**config.mk**
```make
export PLATFORM = sky130hd
export DESIGN_NAME = vmask_iota_unit
export DESIGN_NICKNAME = d
export VERILOG_FILES = /design/src/rtl/iota_pkg.sv /design/src/rtl/iota_decode.sv /design/src/rtl/iota_mask_pick.sv /design/src/rtl/iota_seq.sv /design/src/rtl/vmask_iota_unit.sv
export SDC_FILE = /design/constraint.sdc
export NUM_CORES = 1
export LEC_CHECK = 0
export BUFFER_PORTS_ARGS = -buffer_cell sky130_fd_sc_hd__buf_2
export CORE_MARGIN = 4
export CORE_UTILIZATION = 49
export CTS_CLUSTER_SIZE = 10
export DETAILED_ROUTE_END_ITERATION = 12
export PLACE_DENSITY = 0.88
export SLEW_MARGIN = 25
export SYNTH_ARGS = -nofsm -noshare
export SYNTH_HDL_FRONTEND = slang
export SYNTH_SLANG_ARGS = --single-unit
```
**constraint.sdc**
```tcl
create_clock -name clk -period 3.2 [get_ports clk]
set_clock_uncertainty 0.05 [all_clocks]
set_input_delay 0.16 -clock clk [delete_from_list [all_inputs] [get_ports clk]]
set_output_delay 0.16 -clock clk [all_outputs]
set_load 0.005 [all_outputs]
```
**src/rtl/iota_pkg.sv**
```systemverilog
`timescale 1ns/1ps
package iota_pkg;

  localparam logic [5:0] IOTA_FUNCT6 = 6'b010110;
  localparam logic [4:0] IOTA_SEL    = 5'b10000;
  localparam logic [2:0] IOTA_FUNCT3 = 3'b010;
  localparam logic [6:0] IOTA_OPC    = 7'b1010111;

  typedef enum logic {ST_IDLE = 1'b0, ST_RUN = 1'b1} iota_state_e;

  // Reduce a value to the element width chosen by the width code.
  function automatic logic [63:0] sew_trunc(input logic [63:0] d, input logic [1:0] sew);
    logic [63:0] r;
    case (sew)
      2'd0:    r = {56'd0, d[7:0]};
      2'd1:    r = {48'd0, d[15:0]};
      2'd2:    r = {32'd0, d[31:0]};
      default: r = d;
    endcase
    return r;
  endfunction

endpackage

```
**src/rtl/iota_decode.sv**
```systemverilog
`timescale 1ns/1ps
module iota_decode import iota_pkg::*; #(
  parameter int VLEN = 128,
  parameter int MLW  = 3
) (
  input  logic [31:0]    insn_i,
  input  logic [1:0]     lmul_i,
  input  logic [MLW-1:0] mlg_i,
  output logic           vm_o,
  output logic           illegal_o
);
  localparam int LOGV = $clog2(VLEN);

  logic [4:0] vd, vs2;
  logic [5:0] grp_end;
  logic       enc_ok, v0_clash, overlap, mlg_bad;

  always_comb begin
    vd       = insn_i[11:7];
    vs2      = insn_i[24:20];
    vm_o     = insn_i[25];
    enc_ok   = (insn_i[31:26] == IOTA_FUNCT6) && (insn_i[19:15] == IOTA_SEL) &&
               (insn_i[14:12] == IOTA_FUNCT3) && (insn_i[6:0] == IOTA_OPC);
    v0_clash = !vm_o && (vd == 5'd0);
    grp_end  = {1'b0, vd} + (6'd1 << lmul_i);
    overlap  = (vs2 >= vd) && ({1'b0, vs2} < grp_end);
    mlg_bad  = int'(mlg_i) > LOGV;
    illegal_o = !enc_ok || v0_clash || overlap || mlg_bad;
  end

endmodule

```
**src/rtl/iota_mask_pick.sv**
```systemverilog
`timescale 1ns/1ps
module iota_mask_pick #(
  parameter int VLEN = 128,
  parameter int MLW  = 3,
  parameter int IW   = 7
) (
  input  logic [VLEN-1:0] mask_i,
  input  logic [IW-1:0]   idx_i,
  input  logic [MLW-1:0]  mlg_i,
  output logic            bit_o
);
  logic [IW-1:0] pos;

  always_comb begin
    pos   = idx_i << mlg_i;
    bit_o = mask_i[pos];
  end

endmodule

```
**src/rtl/iota_seq.sv**
```systemverilog
`timescale 1ns/1ps
module iota_seq import iota_pkg::*; #(
  parameter int VLEN = 128,
  parameter int MLW  = 3,
  parameter int IW   = 7,
  parameter int VLW  = 8
) (
  input  logic            clk,
  input  logic            rst_n,
  input  logic            start_i,
  input  logic            illegal_i,
  input  logic            vm_i,
  input  logic [1:0]      sew_i,
  input  logic [MLW-1:0]  mlg_i,
  input  logic [VLW-1:0]  vl_i,
  input  logic [VLEN-1:0] gov_i,
  input  logic [VLEN-1:0] src_i,
  output logic            wr_en_o,
  output logic [IW-1:0]   wr_idx_o,
  output logic [63:0]     wr_data_o,
  output logic [1:0]      wr_sew_o,
  output logic            done_o,
  output logic            illegal_o,
  output logic            busy_o
);

  iota_state_e     st_q, st_d;
  logic [IW-1:0]   idx_q, idx_d, last_q, last_cap;
  logic [VLW-1:0]  cnt_q, cnt_d, vl_q;
  logic [MLW-1:0]  mlg_q;
  logic [1:0]      sew_q;
  logic            vm_q;
  logic [VLEN-1:0] gov_q, src_q;
  logic            done_q, done_d, ill_q, ill_d;
  logic            accept, cap_en, in_body, active, is_last;
  logic [VLW-1:0]  vlmax_w, vl_eff;
  logic [1:0]      pick_bits;
  logic [VLEN-1:0] pick_mask [2];

  assign pick_mask[0] = gov_q;
  assign pick_mask[1] = src_q;

  // One bit selector per captured mask image.
  generate
    for (genvar g = 0; g < 2; g++) begin : g_pick
      iota_mask_pick #(.VLEN(VLEN), .MLW(MLW), .IW(IW)) u_pick (
        .mask_i (pick_mask[g]),
        .idx_i  (idx_q),
        .mlg_i  (mlg_q),
        .bit_o  (pick_bits[g])
      );
    end
  endgenerate

  always_comb begin
    vlmax_w  = VLW'(VLEN) >> mlg_i;
    vl_eff   = (vl_i > vlmax_w) ? vlmax_w : vl_i;
    last_cap = IW'(vlmax_w - 1'b1);
    accept   = start_i && (st_q == ST_IDLE);
    cap_en   = accept && !illegal_i && (vl_eff != '0);
    in_body  = {1'b0, idx_q} < vl_q;
    active   = vm_q || pick_bits[0];
    is_last  = (idx_q == last_q);
  end

  always_comb begin
    busy_o    = (st_q == ST_RUN);
    wr_en_o   = busy_o && (!in_body || active);
    wr_idx_o  = idx_q;
    wr_data_o = in_body ? sew_trunc(64'(cnt_q), sew_q) : '0;
    wr_sew_o  = sew_q;
    done_o    = done_q;
    illegal_o = ill_q;
  end

  always_comb begin
    st_d   = st_q;
    idx_d  = idx_q;
    cnt_d  = cnt_q;
    done_d = 1'b0;
    ill_d  = ill_q;
    if (accept) begin
      ill_d = illegal_i;
      if (cap_en) begin
        st_d  = ST_RUN;
        idx_d = '0;
        cnt_d = '0;
      end else begin
        done_d = 1'b1;
      end
    end else if (st_q == ST_RUN) begin
      idx_d = idx_q + 1'b1;
      if (in_body && active && pick_bits[1]) cnt_d = cnt_q + 1'b1;
      if (is_last) begin
        st_d   = ST_IDLE;
        done_d = 1'b1;
      end
    end
  end

  always_ff @(posedge clk or negedge rst_n) begin
    if (!rst_n) begin
      st_q   <= ST_IDLE;
      idx_q  <= '0;
      cnt_q  <= '0;
      done_q <= 1'b0;
      ill_q  <= 1'b0;
    end else begin
      st_q   <= st_d;
      idx_q  <= idx_d;
      cnt_q  <= cnt_d;
      done_q <= done_d;
      ill_q  <= ill_d;
    end
  end

  // Operand capture, enabled only by an accepted legal request.
  always_ff @(posedge clk or negedge rst_n) begin
    if (!rst_n) begin
      vl_q   <= '0;
      last_q <= '0;
      mlg_q  <= '0;
      sew_q  <= '0;
      vm_q   <= 1'b0;
      gov_q  <= '0;
      src_q  <= '0;
    end else if (cap_en) begin
      vl_q   <= vl_eff;
      last_q <= last_cap;
      mlg_q  <= mlg_i;
      sew_q  <= sew_i;
      vm_q   <= vm_i;
      gov_q  <= gov_i;
      src_q  <= src_i;
    end
  end

  AST_ILLEGAL_QUIET: assert property (@(posedge clk) disable iff (!rst_n)
    ill_q |-> !wr_en_o);
  AST_IDX_STEP: assert property (@(posedge clk) disable iff (!rst_n)
    (busy_o && !is_last) |=> (busy_o && (idx_q == $past(idx_q) + 1'b1)));
  AST_COUNT_HOLD: assert property (@(posedge clk) disable iff (!rst_n)
    (busy_o && in_body && !active) |=> (cnt_q == $past(cnt_q)));
  AST_TAIL_ZERO: assert property (@(posedge clk) disable iff (!rst_n)
    (wr_en_o && !in_body) |-> (wr_data_o == '0));
  AST_DONE_IDLE: assert property (@(posedge clk) disable iff (!rst_n)
    done_o |-> !busy_o);
  AST_IGNORE_START: assert property (@(posedge clk) disable iff (!rst_n)
    (busy_o && start_i) |=> ((sew_q == $past(sew_q)) && (vm_q == $past(vm_q))));

endmodule

```
**src/rtl/vmask_iota_unit.sv**
```systemverilog
`timescale 1ns/1ps
module vmask_iota_unit #(
  parameter  int VLEN = 128,
  localparam int LOGV = $clog2(VLEN),
  localparam int IW   = LOGV,
  localparam int VLW  = LOGV + 1,
  localparam int MLW  = $clog2(LOGV + 1)
) (
  input  logic            clk,
  input  logic            rst_n,
  input  logic            start_i,
  input  logic [31:0]     insn_i,
  input  logic [1:0]      lmul_i,
  input  logic [1:0]      sew_i,
  input  logic [MLW-1:0]  mlen_lg_i,
  input  logic [VLW-1:0]  vl_i,
  input  logic [VLEN-1:0] gov_mask_i,
  input  logic [VLEN-1:0] src_mask_i,
  output logic            wr_en_o,
  output logic [IW-1:0]   wr_idx_o,
  output logic [63:0]     wr_data_o,
  output logic [1:0]      wr_sew_o,
  output logic            done_o,
  output logic            illegal_o,
  output logic            busy_o
);

  logic dec_vm, dec_illegal;

  iota_decode #(.VLEN(VLEN), .MLW(MLW)) u_decode (
    .insn_i    (insn_i),
    .lmul_i    (lmul_i),
    .mlg_i     (mlen_lg_i),
    .vm_o      (dec_vm),
    .illegal_o (dec_illegal)
  );

  iota_seq #(.VLEN(VLEN), .MLW(MLW), .IW(IW), .VLW(VLW)) u_seq (
    .clk       (clk),
    .rst_n     (rst_n),
    .start_i   (start_i),
    .illegal_i (dec_illegal),
    .vm_i      (dec_vm),
    .sew_i     (sew_i),
    .mlg_i     (mlen_lg_i),
    .vl_i      (vl_i),
    .gov_i     (gov_mask_i),
    .src_i     (src_mask_i),
    .wr_en_o   (wr_en_o),
    .wr_idx_o  (wr_idx_o),
    .wr_data_o (wr_data_o),
    .wr_sew_o  (wr_sew_o),
    .done_o    (done_o),
    .illegal_o (illegal_o),
    .busy_o    (busy_o)
  );

endmodule

```
==> impl_metrics.toml <==
[die]
initial_core_util_pct = 49.9
row_count = 65
die-area_um2 = 35200
core_area_um2 = 31700
die_x_um = 188
io-pin-count = 383
die_h_um = 188

[worst_hold_path]
hold_path.class = "in -> reg"
min_path_cells = 3
hold_start = "vl_i[7]"
min_to = "u_seq.vl_q[7]$_DFFE_PN0P_"

[clocking]
htree_levels = 2
cts.sinks = 295
clk_latency_ns = 0.54
cts_tree = "built"
clk_pin_slew_worst_paths_ns = 0.06
cts_root_buf = "clkbuf_16"
clockBufferDepth = 3
numCtsBuffers = 36

[setup_path]
worstSetupStartpoint = "u_seq.mlg_q[1]$_DFFE_PN0P_"
cp-end-kind = "output pin"
cp_max_fo = 10
r2r-start = "u_seq.mlg_q[1]$_DFFE_PN0P_"
crit_required_ns = 2.99
regToRegSetupSlack_ns = -0.45
r2r.worst_path.cells = 14
critPathLaunchType = "flip-flop"
cp.arrival_ns = 3.51
reg2reg_to = "u_seq.cnt_q[6]$_DFFE_PN0P_"
path_class = "reg -> out"

[timing]
worst_slew_pin_slew_ns = 0.625
fmax_mhz = 269
hold_viol = 0
final_max_slew_viol_count = 0
min_period_over_period_pct = 116
slew_headroom_pct = 57.8
fin_crit_ns = 3.72
setup_violations = 9
setup_ws_ns = -0.516
rsz0062_at_grt = "yes"

[routing]
routed_wl_um = 69200
drtAntennaViolNets = 0
routedWlPerCell_um = 22.9
via_per_inst = 6.05
drtIter0Drc = 2275
drtPass1Iterations = 7
vias = 18300
drc = 0

[pwr]
p_per_area_nw_per_um2 = 366
combinationalPowerShare_pct = 9.2
leakage_nw = 12.0
clkPwrFrac_pct = 45.9
ir_drop_v = 0.000409
power_mw = 8.31
internal_power_mw = 6.37
seqPwrFrac_pct = 45.0
switching_power_mw = 1.94
p_sw_share_pct = 23.3

[place]
post-place-cells = 2682
port_buffers = 326
dpl-instance-area_um2 = 18500
pre_cts_slack_ns = -0.239
post-dp-hpwl_um = 38000
gp_congestion = 0.930

[yosys]
synth_xor_area_share_pct = 0.885
yosys_warnings = 0
synth_fa_ha_area_share_pct = 2.50
yosysSeqAreaShare_pct = 46.6
synth_compound_area_share_pct = 9.49
synth_flop_cell = "dfrtp_1"
yosys.area_share.simple_pct = 28.5
synth_top_family_by_area = "simple AND/OR/NAND/NOR gates"
synth_edf_count = 0
async_flop_share_pct = 100
yosys.cell_types.count = 83
yosys-mux-area-fraction_pct = 5.00
ys_ff_latch = 295
syn_area_um2 = 15800
netlist_instances = 1936
synth_area_per_cell_um2 = 8.17

[finish]
stdcell_area_um2 = 22700
num-fill-cells = 2080
layout_common_cells = "nand2_1 (875), buf_2 (326), dfrtp_1 (290), dlygate4sd3_1 (264), buf_4 (132)"
final_common_cell = "nand2_1"
nets = 2943
area_delta_synth_final_pct = 43.3
layout.cells.non_filler = 3023
drive_gt1_share_pct = 23.5

[status]
violations = "negative setup slack"
status = "complete, but fails checks"

[global_route]
grt_start_max_net_pins = 119
grt-ovfl-total = 0
antenna_found_initial = 7
grt_pass1_vias = 18600
grt_pass1_wl_um = 104000
grtUsageTotal_pct = 37.9

[job]
drv_cap = 0
[state kept, by name, indices dropped and copies added, names as in the netlist]
name	count
u_seq.busy_o	1
u_seq.cnt_q	8
u_seq.done_o	1
u_seq.gov_q	128
u_seq.illegal_o	1
u_seq.last_q	7
u_seq.mlg_q	3
u_seq.src_q	128
u_seq.vl_q	8
u_seq.vm_q	1
u_seq.wr_idx_o	7
u_seq.wr_sew_o	2
[through the flow]
step	hold WS (ns)	setup TNS (ns)	utilization, %
finish	0.00436	-3.18	71.5
global route	0.0272	-3.73	71.5
CTS	0.000207	-1.72	70.6
detailed placement	0.0902	-37.99	58.4
global placement	0.0831	-24.05	58.4
floorplan	-0.186	-0.180	-
[area by class of cell]
cell class,count,area [um2],share of cell area [%]
clock inverters,4,56.3,0.248
diodes,7,17.5,0.0773
multi-input cells,1484,7790,34.4
flip-flops and latches,295,7390,32.6
repair buffers,753,5800,25.6
inverters,36,143,0.629
clock buffers,42,976,4.30
well taps,402,503,2.22
[worst max-delay path, cell delays in order (launching register included)]
cell and delay [ns]:
dfrtp_2 0.47, buf_12 0.15, mux2_4 0.33, a22o_1 0.29, buf_4 0.21, nor3_1 0.24
o21ai_0 0.15, a211oi_1 0.30, nor4_2 0.10, a32oi_1 0.26, nand2_2 0.14, a21oi_2 0.20
buf_2 0.14
[cell usage after synthesis (4+ instances only)]
cell type,instances,area (um2)
or3_1,14,87.6
mux4_2,4,90.1
xor2_1,10,87.6
nand2_1,876,3290
ha_1,30,375
a21oi_1,39,195
o211ai_1,11,82.6
mux2_2,8,90.1
xnor2_1,6,52.6
a31oi_1,9,56.3
a311oi_1,5,43.8
nor2b_1,11,68.8
o21ai_0,50,250
inv_1,34,128
buf_4,62,465
dfrtp_1,295,7380
a32oi_1,13,114
nand4_1,10,62.6
a22oi_1,4,30.0
nor3_1,32,160
nand2b_1,8,50.1
a221o_1,5,50.1
or2_2,11,68.8
buf_6,5,56.3
buf_2,25,125
nor4_1,7,43.8
nor2_1,43,161
buf_1,5,18.8
nand3_1,41,205
a211oi_1,8,60.1
a22o_1,4,35.0
and2_1,11,68.8
and3_1,5,31.3
a221oi_1,19,166
clkbuf_1,80,300
mux2i_1,56,561
a21o_1,12,90.1
[power groups by stage]
stage               Clock [mW]  Sequential, mW  Combinational [mW]
floorplan                    0            3.80               0.169
global placement             0            3.80               0.445
detailed placement           0            3.80               0.451
CTS                       3.73            3.74               0.702
global route              3.95            3.73               0.816
finish                    3.81            3.73               0.760
[worst max-delay path by stage]
| stage | slack [ns] | cells past startpoint | end |
|---|---|---|---|
| CTS | -0.41 | 10 | wr_en_o |
| detailed placement | -0.24 | 10 | u_seq.cnt_q[6]$_DFFE_PN0P_ |
| global placement | -0.21 | 12 | u_seq.cnt_q[0]$_DFFE_PN0P_ |
| global route | -0.54 | 11 | wr_en_o |
| finish | -0.52 | 12 | wr_en_o |
| floorplan | -0.10 | 12 | u_seq.cnt_q[6]$_DFFE_PN0P_ |
[routing by layer]
| layer | global-route usage (%) | share of wire [%] | vias to the layer above |
|---|---|---|---|
| li1 | - | - | 7604 |
| met1 | 43.8 | 34 | 8445 |
| met2 | 59.2 | 45 | 1674 |
| met3 | 13.4 | 12 | 557 |
| met4 | 26.4 | 8.8 | 4 |
| met5 | 0.275 | 0.036 | - |
[cell families (layout without fill, tap and decap cells)]
group / Yosys count / count (layout)
AO/OA/AOI/OAI: 216 / 216
XOR/XNOR: 16 / 16
adder cells (fa/ha/maj): 31 / 31
buffers and inverters: 213 / 835
flip-flops: 295 / 295
multiplexers: 72 / 72
other: 1 / 63
AND/OR/NAND/NOR: 1092 / 1093
[repair_timing]
action	4_1_cts	5_1_grt
resized for setup	26	29
endpoints found under the hold margin	328	0
setup endpoints to repair	9	21
cloned	1	1
pin swaps	8	7
buffers inserted	7	15
hold buffers	264	0
(Power assumes the default switching activity.)
